<file path="config.mk">
export PLATFORM = sky130hd
export DESIGN_NAME = mdm_top
export DESIGN_NICKNAME = d
export VERILOG_FILES = /design/src/rtl/mdm_pkg.sv /design/src/rtl/mdm_sync.sv /design/src/rtl/mdm_ctrl.sv /design/src/rtl/mdm_status.sv /design/src/rtl/mdm_top.sv
export SDC_FILE = /design/constraint.sdc
export NUM_CORES = 1
export LEC_CHECK = 0
export BUFFER_PORTS_ARGS = -buffer_cell sky130_fd_sc_hd__buf_2
export CAP_MARGIN = 15
export CORE_UTILIZATION = 53
export CTS_BUF_LIST = sky130_fd_sc_hd__clkbuf_4 sky130_fd_sc_hd__clkbuf_8 sky130_fd_sc_hd__clkbuf_16
export DETAILED_ROUTE_END_ITERATION = 8
export PLACE_DENSITY = 0.83
export SLEW_MARGIN = 20
export SYNTH_ARGS = -nofsm -noshare
export SYNTH_HDL_FRONTEND = slang
export SYNTH_HIERARCHICAL = 1
export SYNTH_SLANG_ARGS = --single-unit
</file>
<file path="constraint.sdc">
create_clock -name clk -period 2.9 [get_ports clk]
set_input_delay 0.725 -clock clk [delete_from_list [all_inputs] [get_ports clk]]
set_output_delay 0.725 -clock clk [all_outputs]
set_load 0.005 [all_outputs]
</file>
<file path="src/rtl/mdm_pkg.sv">
package mdm_pkg;
  localparam int LINE_CNT = 4;
  localparam int IDX_CTS = 0;
  localparam int IDX_DSR = 1;
  localparam int IDX_RING = 2;
  localparam int IDX_DCD = 3;
  localparam int CTRL_BITS = 5;
  localparam int LOOP_BIT = 4;
  localparam int BYTE_W = 8;
  localparam logic [LINE_CNT-1:0] LINES_RESET = 4'b1011;
  localparam logic [CTRL_BITS-1:0] CTRL_RESET = 5'h08;

  typedef struct packed {
    logic clrDelta;
    logic loopMode;
    logic [LINE_CNT-1:0] loopLines;
  } mdmStrobe_t;
endpackage

</file>
<file path="src/rtl/mdm_sync.sv">
module mdm_sync #(
  parameter int WIDTH = 4,
  parameter int STAGES = 2,
  parameter logic [WIDTH-1:0] RESET_VAL = '0
) (
  input  logic clk,
  input  logic rstN,
  input  logic [WIDTH-1:0] din,
  output logic [WIDTH-1:0] dout
);
  logic [WIDTH-1:0] stageQ [STAGES];

  for (genvar g = 0; g < STAGES; g++) begin : gStage
    always_ff @(posedge clk or negedge rstN) begin
      if (!rstN) stageQ[g] <= RESET_VAL;
      else if (g == 0) stageQ[g] <= din;
      else stageQ[g] <= stageQ[(g == 0) ? 0 : g-1];
    end
  end

  assign dout = stageQ[STAGES-1];
endmodule

</file>
<file path="src/rtl/mdm_ctrl.sv">
module mdm_ctrl
  import mdm_pkg::*;
(
  input  logic clk,
  input  logic rstN,
  input  logic wrEn,
  input  logic rdEn,
  input  logic regAddr,
  input  logic [CTRL_BITS-1:0] wrBits,
  output logic [CTRL_BITS-1:0] ctrlQ,
  output mdmStrobe_t strobe,
  output logic rtsOut,
  output logic dtrOut,
  output logic out1Out,
  output logic out2Out
);
  localparam logic ADDR_CTRL = 1'b0;
  localparam logic ADDR_STAT = 1'b1;

  logic loopOn;

  always_ff @(posedge clk or negedge rstN) begin
    if (!rstN) ctrlQ <= CTRL_RESET;
    else if (wrEn && regAddr == ADDR_CTRL) ctrlQ <= wrBits;
  end

  assign loopOn = ctrlQ[LOOP_BIT];

  always_comb begin
    strobe.loopMode = loopOn;
    strobe.clrDelta = rdEn && (regAddr == ADDR_STAT) && !loopOn;
    strobe.loopLines[IDX_DCD]  = ctrlQ[3];
    strobe.loopLines[IDX_RING] = ctrlQ[2];
    strobe.loopLines[IDX_DSR]  = ctrlQ[0];
    strobe.loopLines[IDX_CTS]  = ctrlQ[1];
  end

  assign rtsOut  = ctrlQ[1] && !loopOn;
  assign dtrOut  = ctrlQ[0] && !loopOn;
  assign out1Out = ctrlQ[2];
  assign out2Out = ctrlQ[3];
endmodule

</file>
<file path="src/rtl/mdm_status.sv">
module mdm_status
  import mdm_pkg::*;
(
  input  logic clk,
  input  logic rstN,
  input  logic [LINE_CNT-1:0] syncLines,
  input  mdmStrobe_t strobe,
  input  logic modemIntEn,
  output logic [BYTE_W-1:0] statusByte,
  output logic modemIrq
);
  logic [LINE_CNT-1:0] linesQ;
  logic [LINE_CNT-1:0] deltaQ;
  logic [LINE_CNT-1:0] edgeSeen;
  logic [LINE_CNT-1:0] deltaNext;

  for (genvar i = 0; i < LINE_CNT; i++) begin : gLine
    if (i == IDX_RING) begin : gTrail
      assign edgeSeen[i] = linesQ[i] && !syncLines[i];
    end else begin : gAny
      assign edgeSeen[i] = linesQ[i] ^ syncLines[i];
    end
    assign deltaNext[i] = (deltaQ[i] && !strobe.clrDelta) ||
                          (edgeSeen[i] && !strobe.loopMode);
  end

  always_ff @(posedge clk or negedge rstN) begin
    if (!rstN) begin
      linesQ <= LINES_RESET;
      deltaQ <= '0;
    end else begin
      deltaQ <= deltaNext;
      if (!strobe.loopMode) linesQ <= syncLines;
    end
  end

  assign statusByte = {linesQ, deltaQ};
  assign modemIrq = modemIntEn && (|deltaQ);
endmodule

</file>
<file path="src/rtl/mdm_top.sv">
module mdm_top
  import mdm_pkg::*;
#(
  parameter int SYNC_STAGES = 2
) (
  input  logic clk,
  input  logic rstN,
  input  logic wrEn,
  input  logic rdEn,
  input  logic regAddr,
  input  logic [7:0] wrData,
  output logic [7:0] rdData,
  input  logic modemIntEn,
  input  logic ctsIn,
  input  logic dsrIn,
  input  logic dcdIn,
  input  logic riIn,
  output logic rtsOut,
  output logic dtrOut,
  output logic out1Out,
  output logic out2Out,
  output logic modemIrq
);
  localparam int PAD_BITS = BYTE_W - CTRL_BITS;
  localparam int NIB = BYTE_W - LINE_CNT;

  logic [LINE_CNT-1:0] rawLines;
  logic [LINE_CNT-1:0] syncLines;
  logic [CTRL_BITS-1:0] ctrlQ;
  logic [BYTE_W-1:0] statusByte;
  mdmStrobe_t strobe;

  always_comb begin
    rawLines[IDX_CTS]  = ctsIn;
    rawLines[IDX_DSR]  = dsrIn;
    rawLines[IDX_RING] = riIn;
    rawLines[IDX_DCD]  = dcdIn;
  end

  mdm_sync #(.WIDTH(LINE_CNT), .STAGES(SYNC_STAGES), .RESET_VAL(LINES_RESET)) uSync (
    .clk(clk), .rstN(rstN), .din(rawLines), .dout(syncLines)
  );

  mdm_ctrl uCtrl (
    .clk(clk), .rstN(rstN), .wrEn(wrEn), .rdEn(rdEn), .regAddr(regAddr),
    .wrBits(wrData[CTRL_BITS-1:0]), .ctrlQ(ctrlQ), .strobe(strobe),
    .rtsOut(rtsOut), .dtrOut(dtrOut), .out1Out(out1Out), .out2Out(out2Out)
  );

  mdm_status uStat (
    .clk(clk), .rstN(rstN), .syncLines(syncLines), .strobe(strobe),
    .modemIntEn(modemIntEn), .statusByte(statusByte), .modemIrq(modemIrq)
  );

  always_comb begin
    if (!regAddr) rdData = {{PAD_BITS{1'b0}}, ctrlQ};
    else if (strobe.loopMode) rdData = {strobe.loopLines, {NIB{1'b0}}};
    else rdData = statusByte;
  end
endmodule

</file>
# ---- Word level (Yosys, flattened, before mapping)
# Index checks and enable logic that the tools add are counted.
dict set report classes {
  n_mux 2
  bitwise_logic 4
  n_reduce_logical 23
}
# cell count
set op_table {}
lappend op_table {{$mux 8} 2}
lappend op_table {{$logic_and 1x1->1} 15}
lappend op_table {{$logic_or 1x1->1} 4}
lappend op_table {{$reduce_or 4->1} 1}
lappend op_table {{$logic_not 1->1} 3}
lappend op_table {{$xor 1x1->1} 3}
lappend op_table {{$not 1->1} 1}
dict set report word_totals {
  inputBits 18
  register_bits 21
  out_inout_bits 13
  wordCells 34
}

# ---- Depth between registers and ports, before layout
dict set report logic_depth {
  ltp_word 5
  depth_mapped 4
  depth_no_buf 3
}

# ---- By module
# The synthesis kept the hierarchy.
# module cells_per_inst area_per_inst_um2 n_inst
set by_module_without_submodules {}
lappend by_module_without_submodules {mdm_status 26 359.1 1}
lappend by_module_without_submodules {mdm_ctrl 22 269.0 1}
lappend by_module_without_submodules {mdm_sync 12 237.7 1}
lappend by_module_without_submodules {mdm_top 16 123.9 1}

# ---- Worst setup path before layout
# OpenSTA, ideal clock, no wires.
dict set report synth_timing {
  kind {input -> output}
  start {input port regAddr}
  end {output port rdData[0]}
  n_path_buf 0
  arrival_ns 1.018
  slack_ns 1.157
  required_ns 2.175
  cell_stages 2
  path_cell_list {nor2b_4 -> a22o_1}
}
dict set report synth_via {
  elab_chain_len 1
}
# element line
set synth_lines {}
lappend synth_lines {{start: declaration} mdm_top.sv:10} ;# input logic regAddr,
lappend synth_lines {{$mux 8} mdm_top.sv:56} ;# if (!regAddr) rdData = {{PAD_BITS{1'b0}}, ctrlQ};
lappend synth_lines {{end: declaration} mdm_top.sv:12} ;# output logic [7:0] rdData,
# No other way between the ends.

# ---- Worst setup path in the final report
dict set report layout_timing {
  start {register uCtrl.ctrlQ[4]}
  end {output port rdData[7]}
}
dict set report layout_via {
  elab_chain_len 2
}
# element line
set layout_lines {}
lappend layout_lines {{start: declaration} mdm_ctrl.sv:10} ;# output logic [CTRL_BITS-1:0] ctrlQ,
lappend layout_lines {{start signal: assignment} mdm_ctrl.sv:24} ;# else if (wrEn && regAddr == ADDR_CTRL) ctrlQ <= wrBits;
lappend layout_lines {{$mux 8} mdm_top.sv:57} ;# else if (strobe.loopMode) rdData = {strobe.loopLines, {NIB{1'b0}}};
lappend layout_lines {{$mux 8} mdm_top.sv:56}
# No other way between the ends.

==> flow_metrics.py <==
metrics = {
    "clock_tree": {
        "cts_setup_buffers": 0,
        "h-tree-depth": 1,
        "clk_pin_slew_worst_paths_ps": 120,
        "clk_latency_ps": 300,
        "clock_path_buffers": 2,
        "cts_tree": "built",
        "root_buffer": "clkbuf_4",
        "cts-hold-fix-buffers": 0,
        "cts_sinks": 21,
        "cts_resized": 0,
        "cts_made_buffers": 3,
    },
    "logic_synthesis": {
        "syn-cell-area_um2": 990,
        "ys.flop_type": "dfrtp_1",
        "yosys-top-cells-area": "dfrtp_1 (28%), dfstp_2 (27%), buf_4 (8.3%)",
        "syn_nets": 94,
        "synth_top_cell_area_share": 0.278,
        "ys_seq_area_frac": 0.544,
        "avgSynthCellArea_um2": 13.0,
        "synthArstFlopShare": 1.00,
        "syn_inst": 76,
        "yosysUniqueCellTypes": 18,
        "synth_top_cell_by_area": "dfrtp_1",
        "ys_warn_count": 6,
        "synth_edf_count": 0,
        "synth_common_cells": "buf_4 (11), dfrtp_1 (11), dfstp_2 (10), inv_1 (6)",
        "ys_seq_elements": 21,
    },
    "route": {
        "drt-total-wl_um": 1570,
        "wl_per_cell_um": 13.1,
        "ant_nets": 0,
        "drt_iter0_drc": 8,
        "drc_errors": 0,
        "routed-via-count": 583,
        "dr.pass1.iters": 4,
        "vias_per_cell": 4.86,
    },
    "pwr": {
        "power_frac_seq": 0.570,
        "power_switching_w": 0.000195,
        "p_per_area_nw_per_um2": 633,
        "irDropWorstVdd_mv": 0.324,
        "p_int_w": 0.000493,
        "p_leak_nw": 0.534,
        "power.share.switching": 0.284,
        "combPwrFrac": 0.228,
        "p_total_w": 0.000689,
        "p_clk_frac": 0.202,
    },
    "final_layout": {
        "seqCellArea_um2": 538,
        "area_growth_pct": 9.99,
        "nFillCells": 137,
        "n_antenna_cell": 0,
        "fin_nets": 114,
        "final_util": 0.624,
        "multi_input_area_um2": 324,
        "drive_gt1_frac": 0.558,
    },
    "global_route": {
        "grt_pass1_vias": 533,
        "grt_usage": 0.171,
        "gr-total-overflow": 0,
        "grt_pass1_wl_um": 2360,
        "grt_max_degree": 22,
        "antenna_found_initial": 0,
    },
    "hold_path": {
        "hp-class": "primary input to asynchronous set/reset pin",
    },
    "timing": {
        "worstMarginPinSlew_ps": 437,
        "relSlewSlack": 0.709,
        "setup_viol": 0,
        "finalHoldViolations": 0,
        "period_needed_ps": 2270,
        "tns_ps": 0,
        "rsz0062_at_grt": "no",
        "max_freq_ghz": 0.440,
        "setup_ws_ps": 630,
        "skew_ps": 6.36,
        "period_share": 0.783,
        "finalMaxSlewViolations": 0,
    },
    "floorplanning": {
        "design.die.area_um2": 2040,
        "start_util": 0.567,
        "die_w_um": 45.2,
        "ioPinCount": 31,
        "die_h_um": 45.2,
        "coreArea_um2": 1750,
        "rows": 15,
    },
    "worst_setup_path": {
        "worstSetupPathType": "flop to primary output",
        "crit_fanout": 10,
        "arrival_ps": 1550,
        "crit_path_start_kind": "flop",
        "worst-endpoint-required_ps": 2170,
        "endpoint_kind": "primary output",
    },
    "placement": {
        "gp_congestion": 0.799,
        "numPortBuffers": 27,
        "pre_cts_ws_ps": 801,
    },
    "job": {
        "max_cap_violations": 0,
    },
    "status": {
        "status": "finished, final reports clean",
    },
}
==> metal layers <==
metal	GRT usage	wire, µm
met2	0.272	794
met1	0.208	681
met4	0.109	29
met5	0	0
met3	0.0400	60
==> state kept, by name, indices dropped and copies added, names as in the netlist <==
name	count
uCtrl/ctrlQ	5
uStat/deltaQ	4
uStat/linesQ	4
uSync/dout	4
uSync/stageQ	4
==> worst paths after layout <==
kind	start	to	slack, ps	cells after the start
worst max-delay path	uCtrl/ctrlQ[4]	rdData[7]	630	4
worst min-delay path	rstN	uStat/deltaQ[3]	350	1
worst max register to register	uCtrl/ctrlQ[4]	uStat/linesQ[2]	1640	2
worst min register to register	uSync/stageQ[4]	uSync/dout[0]	360	0
max in group asynchronous	rstN	uSync/dout[3]	2220	1
min in group clk	uSync/stageQ[4]	uSync/dout[0]	360	0
==> power by group through the flow <==
stage               Sequential [W]  Combinational, W  Clock (W)
floorplan                 0.000380          0.000138          0
global route              0.000399          0.000174   0.000160
detailed placement        0.000399          0.000159          0
finish                    0.000392          0.000157   0.000139
CTS                       0.000393          0.000160   0.000147
global placement          0.000393          0.000152          0
==> critical path, cell delays in order, from the launching register on <==
cell and delay, ps:
dfrtp_1 580, buf_4 270, mux2i_1 210, nor2_1 60, buf_2 130
==> cells by family (layout without fill, tap and decap cells) <==
family,Yosys count,after routing,synth area share
DFF,21,21,0.544
buffers and inverters,19,38,0.129
muxes,13,13,0.158
AOI/OAI and AO/OA,10,10,0.0796
and+or+nand+nor,10,10,0.0632
xor gates and xnor gates,3,3,0.0266
==> metrics by stage <==
step	hold WS [ps]	instances	instance area (µm²)
6_report	347	120	1090
3_5_place_dp	347	116	1060
2_1_floorplan	331	76	990
4_1_cts	353	120	1090
3_3_place_gp	334	116	1060
5_1_grt	358	120	1090
==> layout by cell type, fill, tap and decap left out <==
cell type | netlist | routed
clkbuf_4 | 0 | 3
inv_1 | 6 | 6
o41a_1 | 1 | 1
a22o_1 | 4 | 4
o22ai_1 | 3 | 3
dfrtp_1 | 11 | 11
nor2b_4 | 2 | 2
mux2_2 | 5 | 5
mux2_4 | 4 | 4
a21oi_1 | 1 | 1
o32ai_1 | 1 | 1
buf_4 | 11 | 1
mux2i_1 | 4 | 4
nor2_1 | 5 | 5
nor2b_1 | 2 | 2
buf_2 | 0 | 27
dfstp_2 | 10 | 10
nand2_1 | 1 | 1
clkinvlp_4 | 0 | 1
xnor2_1 | 3 | 3
==> final cells by class <==
class | count | share of cell area
Timing Repair Buffer | 28 | 0.131
Clock inverter | 1 | 0.00690
Tap cell | 25 | 0.0287
Sequential cell | 21 | 0.494
Inverter | 6 | 0.0207
Clock buffer | 3 | 0.0207
Multi-Input combinational cell | 36 | 0.298
(Power assumes the default switching activity.)
